--- src/rtl/spi_port_pkg.sv ---
package spi_port_pkg;

  localparam int unsigned SYNC_STAGES = 2;

  typedef enum logic [1:0] {
    OP_OFF    = 2'd0,
    OP_MASTER = 2'd1,
    OP_SLAVE  = 2'd2
  } op_mode_e;

  typedef struct packed {
    logic mosi;
    logic ss;
    logic sck;
  } pin_sync_t;

  function automatic op_mode_e decode_mode(input logic en, input logic msel);
    if (!en) return OP_OFF;
    return msel ? OP_MASTER : OP_SLAVE;
  endfunction

endpackage

--- src/rtl/spi_pin_sync.sv ---
module spi_pin_sync #(
  parameter int unsigned W         = 3,
  parameter int unsigned STAGES    = 2,
  parameter logic [W-1:0] RESET_VAL = '0
) (
  input  logic         clk,
  input  logic         rst_n,
  input  logic [W-1:0] d_in,
  output logic [W-1:0] d_sync
);

  for (genvar i = 0; i < W; i++) begin : g_bit
    logic [STAGES-1:0] chain;
    always_ff @(posedge clk or negedge rst_n) begin
      if (!rst_n) chain <= {STAGES{RESET_VAL[i]}};
      else        chain <= {chain[STAGES-2:0], d_in[i]};
    end
    assign d_sync[i] = chain[STAGES-1];
  end

endmodule

--- src/rtl/spi_sck_gen.sv ---
module spi_sck_gen #(
  parameter int unsigned DIV_W = 8,
  parameter int unsigned EDGES = 16
) (
  input  logic             clk,
  input  logic             rst_n,
  input  logic             start,
  input  logic             abort,
  input  logic [DIV_W-1:0] clk_div,
  output logic             sck,
  output logic             rise_evt,
  output logic             fall_evt,
  output logic             active
);

  localparam int unsigned EW = $clog2(EDGES);

  function automatic logic [DIV_W-1:0] last_count(input logic [DIV_W-1:0] d);
    return (d == '0) ? '0 : d - 1'b1;
  endfunction

  logic [DIV_W-1:0] hcnt;
  logic [EW-1:0]    ecnt;
  logic             tick;

  assign tick     = active && (hcnt >= last_count(clk_div));
  assign rise_evt = tick && !sck;
  assign fall_evt = tick && sck;

  always_ff @(posedge clk or negedge rst_n) begin
    if (!rst_n) begin
      active <= 1'b0;
      sck    <= 1'b0;
      hcnt   <= '0;
      ecnt   <= '0;
    end else if (abort) begin
      active <= 1'b0;
      sck    <= 1'b0;
      hcnt   <= '0;
      ecnt   <= '0;
    end else if (start && !active) begin
      active <= 1'b1;
      sck    <= 1'b0;
      hcnt   <= '0;
      ecnt   <= '0;
    end else if (active) begin
      if (tick) begin
        hcnt <= '0;
        sck  <= ~sck;
        ecnt <= ecnt + 1'b1;
        if (ecnt == EW'(EDGES - 1)) active <= 1'b0;
      end else begin
        hcnt <= hcnt + 1'b1;
      end
    end
  end

  // the serial clock rests low outside a transfer
  p_idle_low_r4: assert property (@(posedge clk) disable iff (!rst_n)
    !active |-> !sck);

  // the serial clock only moves on a divider tick (or an abort)
  p_sck_on_tick_r5: assert property (@(posedge clk) disable iff (!rst_n)
    !$stable(sck) |-> $past(tick || abort));

endmodule

--- src/rtl/spi_shift_core.sv ---
module spi_shift_core #(
  parameter int unsigned W = 8
) (
  input  logic                 clk,
  input  logic                 rst_n,
  input  logic                 load,
  input  logic [W-1:0]         load_data,
  input  logic                 clear,
  input  logic                 sample_evt,
  input  logic                 shift_evt,
  input  logic                 sample_bit,
  output logic                 out_bit,
  output logic [$clog2(W)-1:0] bit_cnt,
  output logic [W-1:0]         rx_byte,
  output logic                 byte_done
);

  localparam int unsigned CW = $clog2(W);

  logic [W-1:0] tx_sr;
  logic [W-1:0] rx_sr;
  logic [W-1:0] rx_next;

  assign out_bit = tx_sr[W-1];
  assign rx_next = {rx_sr[W-2:0], sample_bit};

  always_ff @(posedge clk or negedge rst_n) begin
    if (!rst_n) begin
      tx_sr     <= '0;
      rx_sr     <= '0;
      rx_byte   <= '0;
      bit_cnt   <= '0;
      byte_done <= 1'b0;
    end else begin
      byte_done <= 1'b0;
      if (load) begin
        tx_sr   <= load_data;
        bit_cnt <= '0;
      end else if (clear) begin
        bit_cnt <= '0;
      end else begin
        if (sample_evt) begin
          rx_sr <= rx_next;
          if (bit_cnt == CW'(W - 1)) begin
            bit_cnt   <= '0;
            byte_done <= 1'b1;
            rx_byte   <= rx_next;
          end else begin
            bit_cnt <= bit_cnt + 1'b1;
          end
        end
        if (shift_evt && bit_cnt != '0) tx_sr <= {tx_sr[W-2:0], 1'b0};
      end
    end
  end

  // completion is a single-cycle pulse
  p_done_single_r7: assert property (@(posedge clk) disable iff (!rst_n)
    byte_done |=> !byte_done);

  // the bit position only moves on a sample, load or clear
  p_cnt_hold_r8: assert property (@(posedge clk) disable iff (!rst_n)
    (!$past(load) && !$past(clear) && !$past(sample_evt)) |-> $stable(bit_cnt));

endmodule

--- src/rtl/spi_duplex_port.sv ---
module spi_duplex_port
  import spi_port_pkg::*;
#(
  parameter int unsigned DATA_W = 8,
  parameter int unsigned DIV_W  = 8
) (
  input  logic              clk,
  input  logic              rst_n,
  input  logic              enable,
  input  logic              master_sel,
  input  logic              open_drain,
  input  logic [DIV_W-1:0]  clk_div,
  input  logic [DATA_W-1:0] tx_data,
  input  logic              tx_valid,
  output logic              busy,
  output logic [DATA_W-1:0] rx_data,
  output logic              done,
  input  logic              sck_in,
  output logic              sck_out,
  output logic              sck_oe,
  input  logic              ss_in,
  output logic              ss_out,
  output logic              ss_oe,
  input  logic              mosi_in,
  output logic              mosi_out,
  output logic              mosi_oe,
  input  logic              miso_in,
  output logic              miso_out,
  output logic              miso_oe
);

  localparam int unsigned CW     = $clog2(DATA_W);
  localparam int unsigned EDGES  = 2 * DATA_W;
  localparam int unsigned SYNC_W = $bits(pin_sync_t);

  op_mode_e  mode;
  logic      master_mode, slave_mode;
  pin_sync_t pins_raw, pins_s;
  logic      sck_prev, ss_prev;
  logic      sck_rise, sck_fall, ss_rise, ss_fall;
  logic      sel_s;
  logic      m_sck, m_rise, m_fall, m_active;
  logic      accept, slave_busy;
  logic      core_sample, core_shift, core_bit, core_clear, out_bit;
  logic [CW-1:0] bit_cnt;

  always_comb mode = decode_mode(enable, master_sel);
  assign master_mode = (mode == OP_MASTER);
  assign slave_mode  = (mode == OP_SLAVE);

  // pin synchronizers (slave side)
  assign pins_raw = '{mosi: mosi_in, ss: ss_in, sck: sck_in};

  spi_pin_sync #(
    .W        (SYNC_W),
    .STAGES   (SYNC_STAGES),
    .RESET_VAL(3'b010)
  ) u_sync (
    .clk   (clk),
    .rst_n (rst_n),
    .d_in  (pins_raw),
    .d_sync(pins_s)
  );

  always_ff @(posedge clk or negedge rst_n) begin
    if (!rst_n) begin
      sck_prev <= 1'b0;
      ss_prev  <= 1'b1;
    end else begin
      sck_prev <= pins_s.sck;
      ss_prev  <= pins_s.ss;
    end
  end

  assign sck_rise = pins_s.sck && !sck_prev;
  assign sck_fall = !pins_s.sck && sck_prev;
  assign ss_rise  = pins_s.ss && !ss_prev;
  assign ss_fall  = !pins_s.ss && ss_prev;
  assign sel_s    = slave_mode && !pins_s.ss;

  // handshake
  assign slave_busy = slave_mode && (bit_cnt != '0);
  assign busy       = m_active || slave_busy;
  assign accept     = enable && tx_valid && !busy;

  // master clock
  spi_sck_gen #(
    .DIV_W(DIV_W),
    .EDGES(EDGES)
  ) u_sck (
    .clk     (clk),
    .rst_n   (rst_n),
    .start   (accept && master_sel),
    .abort   (!master_mode),
    .clk_div (clk_div),
    .sck     (m_sck),
    .rise_evt(m_rise),
    .fall_evt(m_fall),
    .active  (m_active)
  );

  // event steering into the shared shifter
  assign core_sample = master_mode ? m_rise  : (sel_s && sck_rise);
  assign core_shift  = master_mode ? m_fall  : (sel_s && sck_fall);
  assign core_bit    = master_mode ? miso_in : pins_s.mosi;
  assign core_clear  = slave_mode && (ss_rise || ss_fall);

  spi_shift_core #(
    .W(DATA_W)
  ) u_core (
    .clk       (clk),
    .rst_n     (rst_n),
    .load      (accept),
    .load_data (tx_data),
    .clear     (core_clear),
    .sample_evt(core_sample),
    .shift_evt (core_shift),
    .sample_bit(core_bit),
    .out_bit   (out_bit),
    .bit_cnt   (bit_cnt),
    .rx_byte   (rx_data),
    .byte_done (done)
  );

  // pin drive
  assign sck_out  = m_sck;
  assign sck_oe   = master_mode;
  assign ss_out   = !m_active;
  assign ss_oe    = master_mode;
  assign mosi_out = open_drain ? 1'b0 : out_bit;
  assign mosi_oe  = master_mode && (!open_drain || !out_bit);
  assign miso_out = out_bit;
  assign miso_oe  = slave_mode && !ss_in;

  // a disabled block releases every pin
  p_quiet_when_off_r2: assert property (@(posedge clk) disable iff (!rst_n)
    !enable |-> ({sck_oe, mosi_oe, miso_oe, ss_oe} == 4'b0000));

  // MISO is driven only by a selected slave
  p_miso_select_r3: assert property (@(posedge clk) disable iff (!rst_n)
    miso_oe |-> (enable && !master_sel && !ss_in));

  // open-drain MOSI never drives a high level
  p_od_low_only_r6: assert property (@(posedge clk) disable iff (!rst_n)
    (open_drain && mosi_oe) |-> !mosi_out);

  // releasing select ends any slave byte
  p_slave_abort_r10: assert property (@(posedge clk) disable iff (!rst_n)
    (slave_mode && ss_rise) |=> !busy);

  // master select is held low for the whole byte
  p_ss_low_busy_r11: assert property (@(posedge clk) disable iff (!rst_n)
    (master_mode && m_active) |-> !ss_out);

endmodule

--- config.mk ---
export PLATFORM = sky130hd
export DESIGN_NAME = spi_duplex_port
export DESIGN_NICKNAME = d
export VERILOG_FILES = /design/src/rtl/spi_port_pkg.sv /design/src/rtl/spi_pin_sync.sv /design/src/rtl/spi_sck_gen.sv /design/src/rtl/spi_shift_core.sv /design/src/rtl/spi_duplex_port.sv
export SDC_FILE = /design/constraint.sdc
export NUM_CORES = 1
export LEC_CHECK = 0
export BUFFER_PORTS_ARGS = -buffer_cell sky130_fd_sc_hd__buf_2
export CAP_MARGIN = 10
export CORE_MARGIN = 5
export CORE_UTILIZATION = 35
export DETAILED_ROUTE_END_ITERATION = 12
export HOLD_SLACK_MARGIN = 0.02
export SYNTH_ARGS = -nofsm -noshare
export SYNTH_HDL_FRONTEND = slang
export SYNTH_SLANG_ARGS = --single-unit
--- constraint.sdc ---
create_clock -name clk -period 2.38 [get_ports clk]
set_clock_uncertainty 0.15 [all_clocks]
set_input_delay 0.476 -clock clk [delete_from_list [all_inputs] [get_ports clk]]
set_output_delay 0.476 -clock clk [all_outputs]
set_load 0.05 [all_outputs]
==> results.py <==
metrics = {
    "status": {
        "status": "finished, violations left",
        "violations": "negative setup slack",
    },
    "drt": {
        "drtAntennaViolNets": 0,
        "first_pass_iters": 4,
        "wl_um": 5731,
        "viasPerCell": 4.866,
        "drt_drc_violations_left": 0,
        "vias": 1966,
        "drtIter0Drc": 74,
        "wire_per_inst_um": 14.19,
    },
    "job": {
        "drv_cap": 0,
    },
    "layout": {
        "antenna_cells": 0,
        "area_growth_pct": 35.90,
        "fillers": 668,
        "utilization": 0.4858,
        "multiInputGateArea_mm2": 0.001409,
        "final_nets": 344,
        "seqCellArea_mm2": 0.001230,
        "drive_above_1_share": 0.4393,
    },
    "global_route": {
        "grt_overflow": 0,
        "grt_pass1_vias": 2082,
        "grt_util_all_layers": 0.1346,
        "antenna_found_initial": 0,
        "grt_start_max_net_pins": 27,
        "grt_pass1_wl_um": 9777,
    },
    "timing": {
        "finalSetupViolations": 40,
        "period_needed_ns": 2.861,
        "period_share": 1.202,
        "finalMaxSlewViolations": 0,
        "fmax_mhz": 349.6,
        "tightest_slew_ns": 0.8171,
        "rsz0062_at_grt": "true",
        "finalHoldViolations": 0,
        "timing.slew.headroom": 0.4511,
        "worst_slack_ns": -0.4808,
    },
    "synthesis": {
        "ys_async_sr_fraction": 1.000,
        "synth.ff_latch_count": 49,
        "synth_edf_count": 0,
        "synth_area_leaders": "dfrtp_1 45%, ha_1 6.8%, mux2_4 4.7%",
        "yosysSeqAreaShare": 0.4795,
        "synth.top_cell.area_share": 0.4488,
        "ys_warn_count": 0,
        "synth_top_area_cell": "dfrtp_1",
        "synth_cell_types": 48,
        "synth_area_per_cell_um2": 11.61,
        "synthesis.area_mm2": 0.002565,
        "synth-main-ff-cell": "dfrtp_1",
        "postSynthCellCount": 221,
        "synth_nets": 261,
    },
    "floorplan": {
        "core-area_mm2": 0.007176,
        "dieWidth_um": 95.61,
        "die_area_mm2": 0.009140,
        "initial_utilization": 0.3575,
        "pin_count": 44,
        "fp.dieH_um": 95.61,
        "std_cell_rows": 31,
    },
    "clock_network": {
        "cts_buffers": 5,
        "cts_num_sinks": 49,
        "tritoncts": "done",
        "root_buffer": "clkbuf_8",
        "insertion_delay_ns": 0.30,
        "cts_buffer_depth": 2,
        "cts.htree.levels": 2,
        "path_clk_slew_ns": 0.09,
    },
    "critical_path": {
        "critPathTopFamily": "simple AND/OR/NAND/NOR gates",
        "cp.required_ns": 2.41,
        "worstSetupEndpointType": "flip-flop",
        "arrival_ns": 2.89,
        "cp_common_cell": "ha_4",
        "crit_path_start_kind": "input pin",
        "worstPathMaxFanout": 4,
        "path_class": "in -> reg",
        "cp_slowest_cell": "mux2_2",
        "slowest_delay_ns": 0.32,
        "worstPathCellList": "buf_12 -> inv_12 -> ha_4 -> nand2_2 -> nor3_4 -> nand2_1 -> mux2_4 -> ha_4 -> and4_1 -> o21ai_2 -> o221a_4 -> o21ai_4 -> and2_4 -> buf_6 -> mux2_2",
        "worst-path-buf-inv": 3,
    },
    "pwr": {
        "p_switching_uw": 453.1,
        "powerDensity_mw_per_mm2": 487.9,
        "intPower_mw": 1.248,
        "clockPowerShare": 0.300,
        "p_sw_frac": 0.2664,
        "irDropWorstVdd_uv": 307.5,
        "p_leak_nw": 1.633,
        "pwr-share-seq": 0.535,
        "power_mw": 1.701,
        "combinationalPowerShare": 0.165,
    },
    "place": {
        "hpwl_um": 4256,
        "place_congestion": 0.7473,
        "port_buffers": 43,
    },
    "worst_hold_path": {
        "min_path_type": "in -> reg",
    },
}
[area by class of cell]
| type | instances | share of cell area |
|---|---|---|
| Inverter | 10 | 0.01579 |
| Timing Repair Buffer | 81 | 0.1648 |
| Clock buffer | 7 | 0.02477 |
| Sequential cell | 49 | 0.3528 |
| Multi-Input combinational cell | 157 | 0.4042 |
| Clock inverter | 1 | 0.002154 |
| Tap cell | 99 | 0.03553 |
[worst paths after layout]
path,start,end,slack (ns),cells past startpoint
min in group asynchronous,rst_n,u_sync.g_bit[0].chain[0]$_DFF_PN0_,0.54,2
min,mosi_in,u_sync.g_bit[2].chain[0]$_DFF_PN0_,0.13,1
max reg2reg,u_sck.hcnt[0]$_DFFE_PN0P_,u_core.tx_sr[6]$_DFFE_PN0P_,-0.02,9
max in group asynchronous,rst_n,ss_prev$_DFF_PN1_,0.94,3
max,clk_div[1],u_core.rx_sr[5]$_DFFE_PN0P_,-0.48,15
min reg2reg,u_sync.g_bit[2].chain[0]$_DFF_PN0_,u_sync.g_bit[2].chain[1]$_DFF_PN0_,0.20,0
[cell usage after synthesis, types with 2 or more instances]
library cell and number:
dfrtp_1 46, mux2i_1 2, a22o_1 7, nand3b_1 2, a21oi_1 6, nor3_1 3
buf_6 3, dfstp_2 3, ha_1 14, a221o_1 8, mux2_4 8, mux2_2 9
xnor2_1 3, inv_1 10, o31ai_1 3, nand3_1 13, nor4_1 2, nor2_1 14
nor3b_1 2, o21ai_0 5, xor2_1 9, nand2_1 15, nor2b_1 3, nand2b_1 5
and3_1 3
[power groups by stage]
stage | clock network, mW | registers (mW) | logic, mW
2_1_floorplan | 0 | 0.920 | 0.144
3_3_place_gp | 0 | 0.924 | 0.246
3_5_place_dp | 0 | 0.926 | 0.250
4_1_cts | 0.527 | 0.910 | 0.280
5_1_grt | 0.559 | 0.917 | 0.307
6_report | 0.511 | 0.910 | 0.280
[worst reg2reg max path, stage by stage, from the launching register on]
cell and delay [ns]:
dfrtp_1 0.35, inv_1 0.06, ha_1 0.28, nand2b_4 0.15, a2111oi_4 0.33, o221a_4 0.28, buf_6 0.11, nor3_4 0.04
and3_4 0.19, a221o_1 0.35
[layer usage]
metal	routed length, um	vias to the layer above	GRT usage
met3	260	0	0.02999
met4	0	0	0.02488
li1	-	966	-
met1	2639	959	0.1803
met5	0	-	0
met2	2832	41	0.2247
[timing repair]
| item | CTS | global route |
|---|---|---|
| hold endpoints to repair | 5 | 0 |
| pin swaps | 16 | 0 |
| cloned | 1 | 0 |
| endpoints found under the setup margin | 40 | 41 |
| hold buffers | 1 | 0 |
| buffers inserted | 6 | 0 |
| gates resized for setup | 30 | 3 |
[cells in the final DEF, fill, tap and decap left out, drive strengths merged, types with 2 or more instances in the layout]
cell	n
a21oi	6
a221o	8
a22o	7
and3	5
buf	80
clkbuf	7
dfrtp	46
dfstp	3
ha	14
inv	10
mux2	17
mux2i	2
nand2	15
nand2b	6
nand3	13
nand3b	2
nor2	14
nor2b	3
nor3	4
nor3b	2
nor4	2
o21ai	7
o221a	2
o31ai	3
xnor2	3
xor2	9
[through the flow]
| stage | TNS, ns | cells | hold WS (ns) | area, um2 | setup WS, ns |
|---|---|---|---|---|---|
| 2_1_floorplan | -19.38 | 221 | 0.03041 | 2644 | -0.7669 |
| 3_3_place_gp | -29.51 | 388 | 0.1922 | 3174 | -0.9205 |
| 3_5_place_dp | -31.61 | 388 | 0.1950 | 3174 | -0.9795 |
| 4_1_cts | -11.70 | 404 | 0.1181 | 3468 | -0.4634 |
| 5_1_grt | -16.67 | 404 | 0.1154 | 3486 | -0.5644 |
| 6_report | -11.93 | 404 | 0.1270 | 3486 | -0.4808 |
[cells by family after synthesis]
family                   count (synthesis)  share of synthesized area
buffers and inverters                   16                    0.03414
adder cells (fa/ha/maj)                 14                    0.06829
AND/OR/NAND/NOR                         69                     0.1415
AO/OA/AOI/OAI                           42                     0.1415
flip-flops                              49                     0.4795
XOR/XNOR                                12                    0.04098
multiplexers                            19                    0.09415
[registers in the layout, summed over array words and instances (netlist names)]
register,cells
u_core.byte_done,1
u_sck.ecnt,4
u_core.bit_cnt,3
ss_prev,1
u_sck.hcnt,8
u_core.rx_sr,7
u_sck.active,1
u_sck.sck,1
u_core.rx_byte,8
u_core.tx_sr,8
sck_prev,1
u_sync.g_bit.chain,6
No activity file was read; power rests on OpenSTA's default activity.
